==> config.mk <==
export PLATFORM = sky130hd
export DESIGN_NAME = poison_tracker
export DESIGN_NICKNAME = d
export VERILOG_FILES = /design/src/rtl/poison_tracker.sv
export SDC_FILE = /design/constraint.sdc
export NUM_CORES = 1
export LEC_CHECK = 0
export BUFFER_PORTS_ARGS = -buffer_cell sky130_fd_sc_hd__buf_2
export CORE_ASPECT_RATIO = 0.75
export CORE_MARGIN = 8
export CORE_UTILIZATION = 50
export CTS_BUF_LIST = sky130_fd_sc_hd__clkbuf_2 sky130_fd_sc_hd__clkbuf_4 sky130_fd_sc_hd__clkbuf_8
export DETAILED_ROUTE_END_ITERATION = 8
export GPL_ROUTABILITY_DRIVEN = 0
export GPL_TIMING_DRIVEN = 1
export PLACE_DENSITY_LB_ADDON = 0.08
export REMOVE_ABC_BUFFERS = 1
export SLEW_MARGIN = 30
export SYNTH_ARGS = -nofsm -noshare
export SYNTH_HDL_FRONTEND = slang
export SYNTH_SLANG_ARGS = --single-unit
export TNS_END_PERCENT = 10
==> constraint.sdc <==
create_clock -name clk -period 2.9 [get_ports clk]
set_clock_uncertainty 0.2 [all_clocks]
set_input_delay 0.435 -clock clk [delete_from_list [all_inputs] [get_ports clk]]
set_output_delay 0.435 -clock clk [all_outputs]
set_load 0.005 [all_outputs]
==> src/rtl/poison_tracker.sv <==
module poison_tracker #(
  parameter int NUM_PREGS = 64,
  parameter int TAG_W = $clog2(NUM_PREGS)
) (
  input  logic             clk,
  input  logic             rst_n,
  input  logic             runahead_i,
  input  logic             clear_all_i,
  input  logic             disp_valid_i,
  input  logic [1:0]       disp_op_i,
  input  logic             disp_use_a_i,
  input  logic [TAG_W-1:0] disp_src_a_i,
  input  logic             disp_use_b_i,
  input  logic [TAG_W-1:0] disp_src_b_i,
  input  logic             disp_dst_valid_i,
  input  logic [TAG_W-1:0] disp_dst_i,
  input  logic             wb_valid_i,
  input  logic             wb_miss_i,
  input  logic [TAG_W-1:0] wb_tag_i,
  output logic             disp_poison_o,
  output logic             mem_permit_o
);
  localparam logic [1:0] OP_LOAD  = 2'b01;
  localparam logic [1:0] OP_STORE = 2'b10;

  logic [NUM_PREGS-1:0] poison_q;
  logic [NUM_PREGS-1:0] poison_d;
  logic wb_set, a_bad, b_bad, is_mem;

  assign wb_set = runahead_i && wb_valid_i && wb_miss_i;
  assign a_bad  = disp_use_a_i &&
                  (poison_q[disp_src_a_i] || (wb_set && wb_tag_i == disp_src_a_i));
  assign b_bad  = disp_use_b_i &&
                  (poison_q[disp_src_b_i] || (wb_set && wb_tag_i == disp_src_b_i));
  assign is_mem = (disp_op_i == OP_LOAD) || (disp_op_i == OP_STORE);

  assign disp_poison_o = runahead_i && disp_valid_i && (a_bad || b_bad);
  assign mem_permit_o  = !runahead_i || !disp_valid_i || !is_mem || !a_bad;

  always_comb begin
    poison_d = poison_q;
    if (runahead_i && disp_valid_i && disp_dst_valid_i)
      poison_d[disp_dst_i] = disp_poison_o;
    if (wb_set)
      poison_d[wb_tag_i] = 1'b1;
  end

  always_ff @(posedge clk) begin
    if (!rst_n || clear_all_i || !runahead_i)
      poison_q <= '0;
    else
      poison_q <= poison_d;
  end
endmodule

== Word level (Yosys, flattened, before mapping) ==
Cells that the tools add are included.
Word-level totals
  flip-flop bits (word level): 64
  input bits: 36
  logic and storage cells: 48
Operators by class
  magnitude comparators: 6
  equal/unequal tests: 4
  muxes and demuxes: 11
  bitwise gates (word level): 1
  reduce and logical (&&, ||, !) cells: 25
Operators with widths (number)
  $mux 64: 2
  $bwmux 64: 1
  $or 64x64->64: 1
  $lt 6x7->1 const B: 4
  $bmux 1 s6: 2
  $demux 1 s6: 2
  $eq 6x6->1: 2
  $ge 6x1->1 const B: 2
  $logic_and 1x1->1: 11
  $logic_or 1x1->1: 9
  $logic_not 1->1: 5
  $mux 1: 4
  $eq 2x1->1 const B: 1
  $eq 2x2->1 const B: 1

== Logic depth before layout (Yosys ltp) ==
  word-level depth: 11
  depth in mapped cells: 10
  mapped depth without buffers: 6

== Least setup slack after synthesis ==
No wires, ideal clock.
  path type: in2out
  start point: input port disp_src_a_i[0]
  end point: output port disp_poison_o
  arrival time: 2.265 ns
  required time: 2.265 ns
  path slack: 0.000 ns
  stages on the path: 9
  buffers on the path: 3
  path through: buf_6 buf_6 mux4_2 mux2i_1 o22ai_1 a311o_1 o2111ai_2 buf_2 nand2_1
On the way
  longest elaborated chain between the ends: 6
  elaborated cells between the ends (all ways): 8
RTL lines
  start, declared: line 12  | input logic [TAG_W-1:0] disp_src_a_i,
  $bmux 1 s6 / $eq 6x6->1 (equally long branches): line 32  | (poison_q[disp_src_a_i] || (wb_set && wb_tag_i == disp_src_a_i));
  $mux 1 (implied by the code) / $logic_and 1x1->1 (equally long branches): line 32
  $logic_or 1x1->1 (*): line 32
  $logic_and 1x1->1 (*): line 31  | assign a_bad = disp_use_a_i &&
  $logic_or 1x1->1 (*): line 37  | assign disp_poison_o = runahead_i && disp_valid_i && (a_bad || b_bad);
  $logic_and 1x1->1 (*): line 37
  end, declared: line 20  | output logic disp_poison_o,
Mark *: on every way between the ends. The rest lies on a longest branch, timed or not. The select of a mux whose other input is x is not followed.

== Final worst setup path ==
  start point: input port disp_src_a_i[0]
  end point: output port mem_permit_o
On the way
  longest elaborated chain between the ends: 6
  elaborated cells between the ends (all ways): 8
RTL lines
  $bmux 1 s6 / $eq 6x6->1 (equally long branches): line 32
  $mux 1 (implied by the code) / $logic_and 1x1->1 (equally long branches): line 32
  $logic_or 1x1->1 (*): line 32
  $logic_and 1x1->1 (*): line 31
  $logic_not 1->1 (*): line 38  | assign mem_permit_o = !runahead_i || !disp_valid_i || !is_mem || !a_bad;
  $logic_or 1x1->1 (*): line 38
  end, declared: line 21  | output logic mem_permit_o
Marked as above.

==> results.sh <==
export IMPL_numPortBuffers=37
export IMPL_tightestPinTransition_ps=823
export IMPL_area_delta_synth_final_pct=12.0
export IMPL_setup_violations=2
export IMPL_grt_util_all_layers=0.272
export IMPL_class_of_the_most_critical_hold_timing_path="register to register"
export IMPL_post_synth_num_cell_types=42
export IMPL_worst_path_stages=10
export IMPL_die_area_um2=13200
export IMPL_rsz0062_at_grt="true"
export IMPL_worst_endpoint_arrival_ps=2360
export IMPL_multiInputGateArea_um2=3260
export IMPL_remaining_drc_errors=0
export IMPL_sequential_cell_area_um2=1290
export IMPL_worst_setup_path_start_kind="primary input"
export IMPL_drt_pass1_iter_count=5
export IMPL_maximum_number_of_pins_on_one_net_before_global_route_repair=65
export IMPL_r2r_cells=8
export IMPL_layout_nets=660
export IMPL_required_ps=2270
export IMPL_cp_cell_sequence="buf_6 -> buf_12 -> buf_6 -> mux4_2 -> a22oi_2 -> a311oi_2 -> a31o_2 -> o2111ai_4 -> nand2b_4 -> buf_6"
export IMPL_synth_compound_area_frac=0.237
export IMPL_mappedNetlistArea_um2=4860
export IMPL_fillCellCount=891
export IMPL_cp_num_buf_inv=4
export IMPL_finalHoldViolCount=0
export IMPL_largest_register_ff_count=64
export IMPL_detail_route_vias_per_cell=6.96
export IMPL_maxSlewViolCount=0
export IMPL_finish_instance_area_um2=5440
export IMPL_post_drt_wl_per_cell_um=23.3
export IMPL_route_layer_met1_wl_um=7250
export IMPL_dp_hpwl_um=11600
export IMPL_post_synth_inst_count=619
export IMPL_num_io_pins=38
export IMPL_worst_setup_path_type="primary input to output pin"
export IMPL_clock_sink_count=64
export IMPL_number_of_antenna_violations_at_the_first_check_in_global_routing=0
export IMPL_first_global_vias=4869
export IMPL_post_route_cells_drive_above_1_share=0.223
export IMPL_post_synth_edffs=0
export IMPL_post_route_min_period_ps=2990
export IMPL_status="finished, violations left"
export IMPL_cts_htree_levels=3
export IMPL_layout_common_cells="nor2_1 (105), a31oi_1 (66), nor3_1 (64), dfxtp_1 (58), buf_2 (34)"
export IMPL_timing_max_slew_rel_slack=0.450
export IMPL_timing_hold_ws_ps=373
export IMPL_synth_async_reset_ratio=0
export IMPL_highest_signal_layer="met4"
export IMPL_n_antenna_cell=0
export IMPL_share_of_synthesized_area_occupied_by_flip_flops_and_latches=0.264
export IMPL_synth_ff_type="dfxtp_1"
export IMPL_routed_wl_met3_um=2130
export IMPL_die_width_um=130
export IMPL_total_leakage_power_nw=1.89
export IMPL_synthAdderAreaFrac=0
export IMPL_wire_length_of_the_first_global_routing_pass_um=27100
export IMPL_final_critical_path_setup_slack_ps=-92.3
export IMPL_synthesis_area_per_instance_um2=7.84
export IMPL_worst_path_dominant_cell_family="compound AO/OA/AOI/OAI gates"
export IMPL_regs_by_ff_count="poison_q (64)"
export IMPL_synth_top_area_share=0.264
export IMPL_critPathMaxStageDelay_ps=510
export IMPL_detailroute_wirelength_met2_um=7770
export IMPL_irDropWorstVdd_v=0.000271
export IMPL_place_worst_setup_slack_ps=-177
export IMPL_core_region_area_um2=9540
export IMPL_dominant_combinational_cell_family_by_area_after_synthesis="simple AND/OR/NAND/NOR gates"
export IMPL_number_of_buffers_added_by_the_clock_tree_synthesis_step=9
export IMPL_timing_fmax_mhz=334
export IMPL_post_dp_cell_area_um2=5120
export IMPL_largest_register="poison_q"
export IMPL_clkLatencyLatePin_ps=360
export IMPL_synth_largest_area_cell="dfxtp_1"
export IMPL_worst_path_max_delay_cell="mux4_2"
export IMPL_tritoncts="yes"
export IMPL_worst_hold_path_num_cells=2
export IMPL_post_route_period_util=1.03
export IMPL_endpoint_kind="output pin"
export IMPL_initial_utilization=0.509
export IMPL_most_common_cell_after_layout_fill_and_taps_aside="nor2_1"
export IMPL_cp_max_fo=8
export IMPL_synth_mux_area_fraction=0.161
export IMPL_drtIter0Drc=794
export IMPL_drt_wirelength_um=17700
export IMPL_rows=31
export IMPL_synth_xor_xnor_area_share=0.0234
export IMPL_floorplan_die_height_um=101
export IMPL_power_density_over_cell_area_nw_per_um2=382
export IMPL_ctsRootBufferMaster="clkbuf_8"
export IMPL_crit_path_most_repeated_cell="buf_6"
export IMPL_timing_max_cap_violations=0
export IMPL_number_of_routed_nets_with_antenna_violations=0
export IMPL_cts_buffer_depth=2
export IMPL_vias=5294
export IMPL_ys_seq_elements=64
export IMPL_clk_pin_slew_ps=70
export IMPL_post_synth_main_area_contributors="dfxtp_1 (26%), mux4_2 (14%), a31oi_1 (8.5%), nor2_1 (8.2%), nor3_1 (6.6%)"
export IMPL_failed_checks="negative setup slack"
export IMPL_globalRoute_totalOverflow=0
export IMPL_post_synth_simple_gate_area=0.238
export IMPL_yosys_warnings=0
==> metal layers <==
metal	vias to the layer above	GRT usage
met5	-	0
met1	2525	0.357
li1	2372	-
met2	346	0.409
met4	0	0.120
met3	51	0.0763
==> synthesized netlist by cell type (2+ instances only) <==
cell and number:
nor3b_1 2, buf_6 6, or3_1 3, nor2b_1 7, nand3b_1 10, nand4_1 3
o21ai_0 34, nand2_1 17, inv_1 5, buf_2 10, mux4_2 30, mux2i_1 7
nor4_1 3, xnor2_1 8, o22ai_1 33, mux2_2 3, a22oi_1 4, nor3_1 64
clkbuf_1 54, xor2_1 5, nand4b_1 3, o31ai_1 32, buf_4 4, and3_1 3
a31oi_1 66, or3b_2 6, nand3_1 13, dfxtp_1 64, nand2b_1 2, nor2_1 106
==> final cells by class <==
class,count,area share
Clock buffer,14,0.0331
Clock inverter,2,0.0110
Multi-Input combinational cell,475,0.599
Tap cell,132,0.0304
Sequential cell,64,0.237
Timing Repair Buffer,69,0.0860
Inverter,5,0.00345
==> tightest hold or removal path: cells and delay by family, from the launching register on <==
family / cells / cell delay [ps]
DFF: 1 / 320
AOI/OAI and AO/OA: 2 / 210
==> cell families after synthesis <==
| kind of cell | count (synthesis) |
|---|---|
| simple gates | 243 |
| compound gates | 179 |
| buf+inv | 80 |
| flops | 64 |
| mux | 40 |
| xor+xnor | 13 |
==> stage by stage <==
step / instances / utilization / TNS (ps) / total power [W]
after CTS: 761 / 0.565 / -108 / 0.00208
after global placement: 744 / 0.536 / -6800 / 0.00115
after floorplan: 544 / - / -90640 / 0.00101
after detailed placement: 744 / 0.536 / -6580 / 0.00115
after global routing: 761 / 0.570 / -297 / 0.00214
final: 761 / 0.570 / -137 / 0.00208
==> repair_timing <==
action                                  CTS  global route
setup buffers                             1             0
hold buffers                              0             0
endpoints found under the hold margin     0             0
resized for setup                        10            12
pin swaps                                 5             5
endpoints found under the setup margin    2             2
==> report_power, final <==
| part | switching, W | internal [W] |
|---|---|---|
| clock network | 0.000361 | 0.000575 |
| logic | 0.000169 | 0.0000952 |
| registers | 0.000000606 | 0.000879 |
| total | 0.000530 | 0.00155 |
==> path summary, 6_finish.rpt <==
check	from	endpoint	slack (ps)
setup / recovery	disp_src_a_i[0]	mem_permit_o	-90
hold / removal	poison_q[59]	poison_q[59]	370
setup reg to reg	poison_q[15]	poison_q[28]	220
hold reg to reg	poison_q[59]	poison_q[59]	370
No activity file was read; power rests on OpenSTA's default activity.
